File: config.mk
export PLATFORM = sky130hd
export DESIGN_NAME = aal5_frame_rx
export DESIGN_NICKNAME = d
export VERILOG_FILES = /design/src/rtl/aal5_rx_pkg.sv /design/src/rtl/aal5_cell_rx.sv /design/src/rtl/aal5_cell_store.sv /design/src/rtl/aal5_frame_tx.sv /design/src/rtl/aal5_frame_rx.sv
export SDC_FILE = /design/constraint.sdc
export NUM_CORES = 2
export LEC_CHECK = 0
export BUFFER_PORTS_ARGS = -buffer_cell sky130_fd_sc_hd__clkbuf_2
export CAP_MARGIN = 20
export CELL_PAD_IN_SITES_DETAIL_PLACEMENT = 1
export CELL_PAD_IN_SITES_GLOBAL_PLACEMENT = 2
export CORE_UTILIZATION = 50
export DETAILED_ROUTE_END_ITERATION = 6
export PLACE_DENSITY_LB_ADDON = 0.1
export SYNTH_ARGS = -nofsm -noshare
export SYNTH_HDL_FRONTEND = slang
export SYNTH_SLANG_ARGS = --single-unit
File: constraint.sdc
create_clock -name clk -period 8.3 [get_ports clk]
set_input_delay 2.075 -clock clk [delete_from_list [all_inputs] [get_ports clk]]
set_output_delay 2.075 -clock clk [all_outputs]
set_load 0.005 [all_outputs]
File: src/rtl/aal5_rx_pkg.sv
package aal5_rx_pkg;

  localparam logic [31:0] CRC_POLY = 32'h04C11DB7;

  // per-slot descriptor written when a cell completes
  typedef struct packed {
    logic        eom;   // cell closes its frame
    logic [15:0] len;   // payload byte length (valid when eom)
    logic        ok;    // CRC verdict (valid when eom)
  } cell_meta_t;

  // advance the CRC register by one 32-bit word, most significant bit first
  function automatic logic [31:0] crc32_word(input logic [31:0] c, input logic [31:0] d);
    logic [31:0] r;
    logic        fb;
    r = c;
    for (int i = 31; i >= 0; i--) begin
      fb = r[31] ^ d[i];
      r  = {r[30:0], 1'b0};
      if (fb) r = r ^ CRC_POLY;
    end
    return r;
  endfunction

endpackage

File: src/rtl/aal5_cell_rx.sv
module aal5_cell_rx
  import aal5_rx_pkg::*;
#(
  parameter int CELL_PAY = 12,
  parameter int SLOTS    = 4,
  parameter int EOM_BIT  = 1,
  localparam int IDX_W   = $clog2(CELL_PAY + 1),
  localparam int SLOT_W  = $clog2(SLOTS),
  localparam int ADDR_W  = SLOT_W + IDX_W
) (
  input  logic              clk,
  input  logic              rst,
  input  logic              in_vld,
  input  logic              in_soc,
  input  logic [31:0]       in_data,
  input  logic [SLOTS-1:0]  slot_full,
  output logic              wr_en,
  output logic [ADDR_W-1:0] wr_addr,
  output logic [31:0]       wr_data,
  output logic              commit,
  output logic [SLOT_W-1:0] commit_slot,
  output cell_meta_t        commit_meta
);

  logic [IDX_W-1:0]  wi;          // 0: no open cell, else next payload index + 1
  logic [SLOT_W-1:0] w_slot;
  logic              hdr_eom;
  logic [15:0]       len_tmp;
  logic [31:0]       crc_frame;   // checkpoint at the last completed cell
  logic [31:0]       crc_work;    // running value inside the open cell
  logic [31:0]       crc_nx;
  logic              hdr_take, pay_take, last;

  assign hdr_take = in_vld && in_soc && !slot_full[w_slot];
  assign pay_take = in_vld && !in_soc && (wi != '0);
  assign last     = pay_take && (wi == IDX_W'(CELL_PAY));
  assign crc_nx   = crc32_word(crc_work, in_data);

  assign wr_en       = hdr_take || pay_take;
  assign wr_addr     = {w_slot, (hdr_take ? IDX_W'(0) : wi)};
  assign wr_data     = in_data;
  assign commit      = last;
  assign commit_slot = w_slot;
  assign commit_meta = '{eom: hdr_eom, len: len_tmp, ok: (in_data == ~crc_work)};

  always_ff @(posedge clk) begin
    if (rst) begin
      wi        <= '0;
      w_slot    <= '0;
      hdr_eom   <= 1'b0;
      len_tmp   <= '0;
      crc_frame <= '1;
      crc_work  <= '1;
    end else if (in_vld && in_soc) begin
      // a header always restarts; partial cells are dropped
      wi       <= hdr_take ? IDX_W'(1) : '0;
      hdr_eom  <= in_data[EOM_BIT];
      crc_work <= crc_frame;
    end else if (pay_take) begin
      wi       <= last ? '0 : wi + IDX_W'(1);
      crc_work <= crc_nx;
      if (wi == IDX_W'(CELL_PAY - 1)) len_tmp <= in_data[15:0];
      if (last) begin
        w_slot    <= w_slot + SLOT_W'(1);
        crc_frame <= hdr_eom ? '1 : crc_nx;
      end
    end
  end

endmodule

File: src/rtl/aal5_cell_store.sv
module aal5_cell_store
  import aal5_rx_pkg::*;
#(
  parameter int SLOTS   = 4,
  parameter int IDX_W   = 4,
  localparam int SLOT_W = $clog2(SLOTS),
  localparam int ADDR_W = SLOT_W + IDX_W,
  localparam int DEPTH  = 1 << ADDR_W
) (
  input  logic              clk,
  input  logic              rst,
  input  logic              wr_en,
  input  logic [ADDR_W-1:0] wr_addr,
  input  logic [31:0]       wr_data,
  input  logic              rd_en,
  input  logic [ADDR_W-1:0] rd_addr,
  output logic [31:0]       rd_data,
  input  logic              commit,
  input  logic [SLOT_W-1:0] commit_slot,
  input  cell_meta_t        commit_meta,
  input  logic              release_cell,
  input  logic [SLOT_W-1:0] release_slot,
  output logic [SLOTS-1:0]  full,
  output cell_meta_t        meta [SLOTS]
);

  logic [31:0] mem [DEPTH];

  // plain write port and registered read port, no reset
  always_ff @(posedge clk) begin
    if (wr_en) mem[wr_addr] <= wr_data;
    if (rd_en) rd_data <= mem[rd_addr];
  end

  always_ff @(posedge clk) begin
    if (rst) begin
      full <= '0;
      for (int s = 0; s < SLOTS; s++) meta[s] <= '0;
    end else begin
      for (int s = 0; s < SLOTS; s++) begin
        if (commit && commit_slot == SLOT_W'(s)) begin
          full[s] <= 1'b1;
          meta[s] <= commit_meta;
        end else if (release_cell && release_slot == SLOT_W'(s)) begin
          full[s] <= 1'b0;
        end
      end
    end
  end


  no_overflow_chk: assert property (@(posedge clk) disable iff (rst)
    commit |-> !full[commit_slot]);


  rd_full_chk: assert property (@(posedge clk) disable iff (rst)
    release_cell |-> full[release_slot]);

endmodule

File: src/rtl/aal5_frame_tx.sv
module aal5_frame_tx
  import aal5_rx_pkg::*;
#(
  parameter int CELL_PAY = 12,
  parameter int SLOTS    = 4,
  parameter int FCNT_W   = 16,
  localparam int IDX_W   = $clog2(CELL_PAY + 1),
  localparam int SLOT_W  = $clog2(SLOTS),
  localparam int ADDR_W  = SLOT_W + IDX_W
) (
  input  logic              clk,
  input  logic              rst,
  input  logic [SLOTS-1:0]  full,
  input  cell_meta_t        meta [SLOTS],
  input  logic [31:0]       rd_data,
  output logic              rd_en,
  output logic [ADDR_W-1:0] rd_addr,
  output logic              release_cell,
  output logic [SLOT_W-1:0] release_slot,
  output logic              out_vld,
  output logic [31:0]       out_data,
  output logic              out_den,
  output logic              out_sof,
  output logic              out_eof,
  output logic              out_crc_vld,
  output logic              out_crc_ok
);

  logic              rd_act;
  logic [SLOT_W-1:0] r_slot, nxt;
  logic [IDX_W-1:0]  ri, idx;
  logic [FCNT_W-1:0] fcnt;          // payload-area words already sent in frame
  logic              sof_pend;
  logic              can_start, issue, pay, cur_eom, len_known;
  logic [15:0]       len_sel;
  logic [FCNT_W:0]   pcount, fpos;
  logic              in_pay, trailer, eof_w, den_w, cv_w;
  logic              vld_q, den_q, sof_q, eof_q, cv_q, ok_q;

  assign nxt       = r_slot + SLOT_W'(1);
  assign cur_eom   = meta[r_slot].eom;
  // a non-final cell waits until the following cell is complete
  assign can_start = !rd_act && full[r_slot] && (cur_eom || full[nxt]);
  assign issue     = rd_act || can_start;
  assign idx       = rd_act ? ri : '0;
  assign pay       = (idx != '0);

  assign len_known = cur_eom || (full[nxt] && meta[nxt].eom);
  assign len_sel   = cur_eom ? meta[r_slot].len : meta[nxt].len;
  assign pcount    = (FCNT_W+1)'(({1'b0, len_sel} + 17'd3) >> 2);
  assign fpos      = {1'b0, fcnt};

  assign in_pay  = !len_known || (fpos < pcount);
  assign trailer = cur_eom && (idx >= IDX_W'(CELL_PAY - 1));
  assign eof_w   = pay && len_known && ((fpos + 1'b1) == pcount);
  assign den_w   = pay && (in_pay || trailer);
  assign cv_w    = cur_eom && (idx == IDX_W'(CELL_PAY));

  assign rd_en        = issue;
  assign rd_addr      = {r_slot, idx};
  assign release_cell = issue && (idx == IDX_W'(CELL_PAY));
  assign release_slot = r_slot;

  always_ff @(posedge clk) begin
    if (rst) begin
      rd_act   <= 1'b0;
      r_slot   <= '0;
      ri       <= '0;
      fcnt     <= '0;
      sof_pend <= 1'b1;
      vld_q    <= 1'b0;
      den_q    <= 1'b0;
      sof_q    <= 1'b0;
      eof_q    <= 1'b0;
      cv_q     <= 1'b0;
      ok_q     <= 1'b0;
    end else begin
      vld_q <= issue;
      den_q <= issue && den_w;
      sof_q <= issue && !pay && sof_pend;
      eof_q <= issue && eof_w;
      cv_q  <= issue && cv_w;
      ok_q  <= issue && cv_w && meta[r_slot].ok;
      if (issue) begin
        if (!pay) sof_pend <= 1'b0;
        if (pay)  fcnt <= fcnt + 1'b1;
        if (release_cell) begin
          rd_act <= 1'b0;
          ri     <= '0;
          r_slot <= nxt;
          if (cur_eom) begin
            fcnt     <= '0;
            sof_pend <= 1'b1;
          end
        end else begin
          rd_act <= 1'b1;
          ri     <= idx + IDX_W'(1);
        end
      end
    end
  end

  assign out_vld     = vld_q;
  assign out_data    = vld_q ? rd_data : '0;
  assign out_den     = den_q;
  assign out_sof     = sof_q;
  assign out_eof     = eof_q;
  assign out_crc_vld = cv_q;
  assign out_crc_ok  = ok_q;


  sof_single_chk: assert property (@(posedge clk) disable iff (rst)
    out_sof |=> !out_sof);


  eof_den_chk: assert property (@(posedge clk) disable iff (rst)
    out_eof |-> (out_den && out_vld));


  crc_vld_chk: assert property (@(posedge clk) disable iff (rst)
    out_crc_vld |-> (out_vld && out_den && !out_sof));

endmodule

File: src/rtl/aal5_frame_rx.sv
module aal5_frame_rx
  import aal5_rx_pkg::*;
#(
  parameter int CELL_PAY = 12,
  parameter int SLOTS    = 4,
  parameter int EOM_BIT  = 1
) (
  input  logic        clk,
  input  logic        rst,
  input  logic        in_vld,
  input  logic        in_soc,
  input  logic [31:0] in_data,
  output logic        in_rdy,
  input  logic        out_rdy,
  output logic        out_vld,
  output logic [31:0] out_data,
  output logic        out_den,
  output logic        out_sof,
  output logic        out_eof,
  output logic        out_crc_vld,
  output logic        out_crc_ok
);

  localparam int IDX_W  = $clog2(CELL_PAY + 1);
  localparam int SLOT_W = $clog2(SLOTS);
  localparam int ADDR_W = SLOT_W + IDX_W;

  logic              wr_en, rd_en, commit, release_cell;
  logic [ADDR_W-1:0] wr_addr, rd_addr;
  logic [31:0]       wr_data, rd_data;
  logic [SLOT_W-1:0] commit_slot, release_slot;
  cell_meta_t        commit_meta;
  logic [SLOTS-1:0]  full;
  cell_meta_t        meta [SLOTS];

  aal5_cell_rx #(.CELL_PAY(CELL_PAY), .SLOTS(SLOTS), .EOM_BIT(EOM_BIT)) u_rx (
    .clk(clk), .rst(rst), .in_vld(in_vld), .in_soc(in_soc), .in_data(in_data),
    .slot_full(full), .wr_en(wr_en), .wr_addr(wr_addr), .wr_data(wr_data),
    .commit(commit), .commit_slot(commit_slot), .commit_meta(commit_meta)
  );

  aal5_cell_store #(.SLOTS(SLOTS), .IDX_W(IDX_W)) u_store (
    .clk(clk), .rst(rst), .wr_en(wr_en), .wr_addr(wr_addr), .wr_data(wr_data),
    .rd_en(rd_en), .rd_addr(rd_addr), .rd_data(rd_data),
    .commit(commit), .commit_slot(commit_slot), .commit_meta(commit_meta),
    .release_cell(release_cell), .release_slot(release_slot),
    .full(full), .meta(meta)
  );

  aal5_frame_tx #(.CELL_PAY(CELL_PAY), .SLOTS(SLOTS)) u_tx (
    .clk(clk), .rst(rst), .full(full), .meta(meta), .rd_data(rd_data),
    .rd_en(rd_en), .rd_addr(rd_addr), .release_cell(release_cell),
    .release_slot(release_slot), .out_vld(out_vld), .out_data(out_data),
    .out_den(out_den), .out_sof(out_sof), .out_eof(out_eof),
    .out_crc_vld(out_crc_vld), .out_crc_ok(out_crc_ok)
  );

  // registered ready: downstream state plus two free slots of headroom
  always_ff @(posedge clk) begin
    if (rst) in_rdy <= 1'b0;
    else     in_rdy <= out_rdy && ($countones(full) < SLOTS - 1);
  end


  rdy_drop_chk: assert property (@(posedge clk) disable iff (rst)
    !out_rdy |=> !in_rdy);

endmodule

## After elaboration in Yosys (flattened, before gate mapping)

Memories as Yosys holds them, arrays and structs flattened. A register that Yosys moved wholly into a read port is not among the register bits.
Index checks and enable logic that the tools add are counted.

- Register bits after elaboration: 194
- RAM bits: 2048
- Input port bits: 37
- Output and inout bits: 39
- Logic and storage cells: 257
- Memories: 1

Memory list:

| memory | words | bits a word | read ports | clocked after Yosys merged registers in | write ports | line | text |
|---|---|---|---|---|---|---|---|
| u_store.mem | 64 | 32 | 1 | 1 | 1 | aal5_cell_store.sv:27 | `logic [31:0] mem [DEPTH];` |

- Add/subtract/negate cells: 10
- Order comparisons: 8
- Eq/ne operators: 11
- Mux-type cells: 73
- Bitwise operators: 68
- Reductions and logical operators: 52

Operators with widths:

| kind | count |
|---|---|
| 27-bit two-way mux | 32 |
| 14-bit NOT | 32 |
| 32-bit two-way mux | 4 |
| 18-bit binary-select mux with 2-bit select | 2 |
| 18-bit two-way mux | 4 |
| 16-bit two-way mux | 4 |
| 32-bit equality test | 1 |
| 32-bit NOT | 1 |
| 1-bit XOR | 32 |
| 1-bit logical AND | 29 |
| 4-bit two-way mux | 6 |
| 1-bit two-way mux | 18 |
| 16-bit by 1-bit adder with 17-bit output (second input constant) | 1 |
| 16-bit by 2-bit adder with 17-bit output (second input constant) | 1 |
| 17-bit by 15-bit equality test with 1-bit output | 1 |
| 16-bit by 1-bit adder with 16-bit output (second input constant) | 1 |
| 16-bit by 15-bit less-than comparator with 1-bit output | 1 |
| 4-bit equality test (second input constant) | 3 |
| 2-bit nonzero test | 5 |
| 2-bit by 3-bit less-than comparator with 1-bit output (second input constant) | 3 |
| 4-bit by 1-bit adder with 4-bit output (second input constant) | 2 |
| 2-bit equality test (second input constant) | 4 |
| 4-bit nonzero test | 2 |
| 1-bit binary-select mux with 2-bit select | 3 |
| 14 further kinds | 30 |

## Logic depth before layout (Yosys ltp)

- Depth in word-level cells: 66
- Mapped depth: 24
- Depth with buffers taken out: 21

## By module

From an unflattened synthesis, not the netlist that was laid out.

- Cells, all modules: 5059
- Area total of the unflattened synthesis: 93140.6 um2

Modules (own cells, without submodules):

| module | instances | cells each | area each (um2) | sequential area each (um2) |
|---|---|---|---|---|
| aal5_cell_store | 1 | 3848 | 81853.5 | 63981.4 |
| aal5_cell_rx | 1 | 649 | 6971.7 | 1741.7 |
| aal5_frame_tx | 1 | 551 | 4212.8 | 600.6 |
| aal5_frame_rx | 1 | 11 | 102.6 | 20.0 |

## Worst setup path after synthesis

OpenSTA, ideal clock, no wires.

- Kind: in2reg
- From: input in_data[31]
- To: register u_rx.crc_frame[12]
- Library setup time: 117 ps
- Arrival time: 5800 ps
- Required time: 8183 ps
- Path slack: 2383 ps
- Stages on the path: 11
- Buffers on the path: 1
- Path through: xnor2_4 > xnor3_1 > buf_4 > xnor3_2 > xor2_4 > xor3_2 > xnor2_1 > xnor3_4 > xor2_4 > xnor3_1 > o22a_1

- Cells in the longest elaborated chain, start to end: 42

RTL lines:

| element | line | text |
|---|---|---|
| from (decl) | aal5_frame_rx.sv:12 | `input logic [31:0] in_data,` |
| 1-bit XOR * | aal5_rx_pkg.sv:18 | `fb = r[31] ^ d[i];` |
| 27-bit two-way mux * | aal5_rx_pkg.sv:20 | `if (fb) r = r ^ CRC_POLY;` |
| 27-bit two-way mux or 14-bit NOT (tied branches) (2 in series) | -- |  |
| 27-bit two-way mux | aal5_rx_pkg.sv:20 |  |
| 14-bit NOT (no source line) or 27-bit two-way mux (tied branches) | -- |  |
| 27-bit two-way mux | aal5_rx_pkg.sv:20 |  |
| 27-bit two-way mux or 14-bit NOT (tied branches) (2 in series) | -- |  |
| 27-bit two-way mux | aal5_rx_pkg.sv:20 |  |
| [... 24 more ...] | -- |  |
| 27-bit two-way mux | aal5_rx_pkg.sv:20 |  |
| 14-bit NOT (no source line) or 27-bit two-way mux (tied branches) | -- |  |
| 27-bit two-way mux | aal5_rx_pkg.sv:20 |  |
| 14-bit NOT (no source line) or 1-bit XOR (tied branches) | -- |  |
| 27-bit two-way mux | aal5_rx_pkg.sv:20 |  |
| 14-bit NOT (no source line) or 1-bit XOR (tied branches) | -- |  |
| 27-bit two-way mux * | aal5_rx_pkg.sv:20 |  |
| 32-bit two-way mux * | aal5_cell_rx.sv:65 | `crc_frame <= hdr_eom ? '1 : crc_nx;` |
| to (signal assigned) | aal5_cell_rx.sv:65 |  |
| to (decl) | aal5_cell_rx.sv:29 | `logic [31:0] crc_frame;` |

Every way passes the cells marked *; elsewhere a longest branch is shown, timed or not.
A chain may end at the register's enable or synchronous reset.

## Final worst setup path

- From: input in_data[24]
- To: register u_rx.crc_frame[12]

- Cells in the longest elaborated chain, start to end: 32

RTL lines:

| element | line |
|---|---|
| 1-bit XOR * | aal5_rx_pkg.sv:18 |
| 27-bit two-way mux * | aal5_rx_pkg.sv:20 |
| 27-bit two-way mux (5 in series) | aal5_rx_pkg.sv:20 |
| 14-bit NOT (no source line) | -- |
| 27-bit two-way mux | aal5_rx_pkg.sv:20 |
| 14-bit NOT (no source line) | -- |
| 27-bit two-way mux (3 in series) | aal5_rx_pkg.sv:20 |
| 14-bit NOT (no source line) | -- |
| [... 9 more ...] | -- |
| 27-bit two-way mux (2 in series) | aal5_rx_pkg.sv:20 |
| 14-bit NOT (no source line) | -- |
| 27-bit two-way mux | aal5_rx_pkg.sv:20 |
| 14-bit NOT (no source line) | -- |
| 27-bit two-way mux | aal5_rx_pkg.sv:20 |
| 14-bit NOT (no source line) | -- |
| 27-bit two-way mux * | aal5_rx_pkg.sv:20 |
| 32-bit two-way mux * | aal5_cell_rx.sv:65 |

Marks and branches as above.

==> flow_summary_export.csv <==
group,metric,value,unit
hold_path,min_path_type,"reg -> reg",
synth,synthTopCellsByArea,"edfxtp_1 66%, nand2_1 4.4%, dfxtp_1 4.1%",
critical_path,r2r_slack,2.50,ns
hold_path,min-delay-start,"u_store.meta[48]",
clocking,cts_tree,"yes",
global_routing,grt_max_degree,149,
global_routing,antenna_found_initial,25,
die,coreArea,0.1876,mm²
timing,fin_skew,0.04678,ns
drt,antenna_left,0,
global_routing,grt_pass1_wl,446.7,mm
clocking,holdBufCountCts,0,
global_routing,grt.overflow.total,0,
synth,syn_area,0.09429,mm²
die,num_rows,159,
final_layout,layout_commonest_cell,"edfxtp_1",
drt,dr.pass1.iters,5,
final_layout,nets,6786,
timing,layout_min_cycle_time,6.058,ns
drt,viasPerCell,6.471,
timing,setup_violations,0,
critical_path,start_kind,"input pin",
die,die_h,436.3,µm
critical_path,worst_ep_required_time,9.03,ns
clocking,cts_buffers,232,
critical_path,path_max_fanout,6,
placement,port_buffers,75,
timing,tightest_slew,1.185,ns
clocking,clk_pin_slew,0.06,ns
die,die_area,0.1903,mm²
critical_path,critPathKind,"in -> reg",
global_routing,grt_use_total,0.3254,
die,io_pins,76,
synth,ys_seq_area_frac,0.7036,
drt,drc,0,
critical_path,cp_cell_sequence,"clkbuf_2 > xnor2_1 > xnor3_1 > xnor2_2 > xor3_1 > xor2_4 > xnor2_4 > xor3_4 > xor2_4 > xnor3_1 > o22a_1",
drt,vias,60900,
placement,place.gp.congestion,0.8486,
critical_path,max_stage_delay,0.81,ns
synth,async_flop_share,0,
drt,wl,313.0,mm
critical_path,r2r_cells,16,
clocking,cts_root_buf,"clkbuf_16",
critical_path,cp-end-kind,"flop",
timing,min_period_over_period,0.7299,
clocking,cts_resized,0,
timing,hold_viol_final,0,
drt,wire_per_inst,33.25,µm
drt,drtIter0Drc,6687,
critical_path,r2r-end,"u_tx.out_den",
global_routing,grt_pass1_vias,61287,
hold_path,hold-path-endpoint,"u_store.meta[48]",
clocking,htree_levels,4,
critical_path,arrival,6.79,ns
status,outcome,"finished clean",
synth,synth_edf_count,2080,
final_layout,area_growth,12.13,%
run,cap_violations,0,
critical_path,slowest_stage,"xnor2_1",
clocking,cts_setup_buffers,0,
timing,grt_setup_unrepaired,"false",
hold_path,hold_depth,2,
die,start_util,0.5026,
clocking,clock_path_buffers,3,
synth,synth_top_area_frac,0.6624,
clocking,cts.sinks,2274,
placement,hpwlAfterDp,185.7,mm
synth,ys.flop_type,"edfxtp_1",
synth,syn_nets,6752,
timing,tns,0,ns
die,die_x,436.3,µm
synth,yosys_warnings,0,
synth,synth.largest_area_cell,"edfxtp_1",
clocking,clk_latency,0.89,ns
timing,timing.slew.headroom,0.2003,
final_layout,drive_above_1_share,0.1472,
synth,syn_area_per_cell,14.11,µm²
critical_path,r2r_start,"u_tx.release_slot[0]",
synth,synth_cell_types,71,
timing,slew_violations,0,
timing,clock.fmax,165.1,MHz
synth,synth-seq-cells,2274,
final_layout,most-common-layout-cells,"2,080 x edfxtp_1, 1,106 x nand2_1, 358 x a211oi_1, 286 x a21oi_1, 278 x mux2_2",
synth,synthCells,6681,
[per-stage QoR]
step | instance area (µm²) | worst slack (ns) | util | hold WS, ns | cells
finish | 105700 | 2.242 | 0.5636 | 0.4593 | 9411
global route | 105700 | 2.085 | 0.5635 | 0.4778 | 9405
CTS | 105600 | 2.292 | 0.5631 | 0.4599 | 9400
detailed placement | 98380 | 1.393 | 0.5244 | 0.4518 | 8972
global placement | 98250 | 1.376 | 0.5237 | 0.4396 | 8965
floorplan | 94290 | 2.383 | - | 0.4287 | 6681
[Yosys cell counts, drive strengths merged, types with 6 or more instances]
cell type     n
a31oi        88
and3         15
nor2        125
xnor2       226
a211oi      359
a21oi       287
inv          29
o41ai        32
a311oi      172
nor3        111
a22oi       132
nand2      1110
xor2         60
mux2i        43
nor4         47
nand3        59
o21ai        67
a21o          7
a22o          6
o22a         16
nand2b       21
dfxtp       194
a221o       138
o22ai        13
and2         42
edfxtp     2080
o311ai       32
mux2        278
buf          68
xnor3        15
clkbuf      414
mux4          6
a221oi       67
nand3b       11
o221ai        6
nor2b       231
ha           33
[worst max path at each step]
stage | endpoint | depth (start not counted) | startpoint | slack, ns
2_1_floorplan | u_rx.crc_frame[12] | 11 | in_data[31] | 2.38
3_3_place_gp | u_rx.crc_frame[12] | 11 | in_data[24] | 1.38
3_5_place_dp | u_rx.crc_frame[12] | 11 | in_data[31] | 1.39
4_1_cts | u_rx.crc_frame[12] | 11 | in_data[24] | 2.29
5_1_grt | u_rx.crc_frame[14] | 12 | in_data[24] | 2.09
6_report | u_rx.crc_frame[12] | 11 | in_data[24] | 2.24
[routing by layer]
layer,global-route usage,part of all wire
met2,0.5141,0.47
met5,0,0.000089
met4,0.1044,0.031
met1,0.4656,0.43
met3,0.04673,0.075
[area by class of cell]
cell class,instances,area [µm²]
antenna,7,17.52
clock buffer,298,6136
clock inverter,130,1122
fill,17687,81880
inverter,30,127.6
multi-input combinational,3895,26640
sequential,2274,66370
tap,2495,3122
timing repair buffer,282,2193
[sequential cells by signal (all words and copies together) (netlist names), 2 cells and up]
signal,cells
u_rx.wi,4
u_tx.fcnt,16
u_tx.ri,4
u_rx.commit_slot,2
u_store.rd_data,32
u_store.mem,2048
u_store.meta,72
u_rx.crc_work,32
u_store.full,4
u_tx.release_slot,2
u_rx.len_tmp,16
u_rx.crc_frame,32
[cell families (layout without fill, tap and decap cells)]
logic type,Yosys count,after routing,synth area share
flip-flops,2274,2274,0.7036
AND/OR/NAND/NOR,1792,1792,0.08420
AO/OA/AOI/OAI,1438,1438,0.1119
buffers and inverters,512,740,0.02045
multiplexers,327,327,0.03920
XOR/XNOR,304,304,0.03604
adder cells (fa/ha/maj),34,34,0.004591
other,0,7,0
[worst max-delay path: cells and delay by family]
| kind | cells | cell delay, ns |
|---|---|---|
| XOR/XNOR | 9 | 4.10 |
| AO/OA/AOI/OAI | 1 | 0.20 |
| buffers and inverters | 1 | 0.38 |
Power is left out: the tool's default activity adds up to more than one toggle a clock period on the data nets, which glitch-free logic cannot reach.
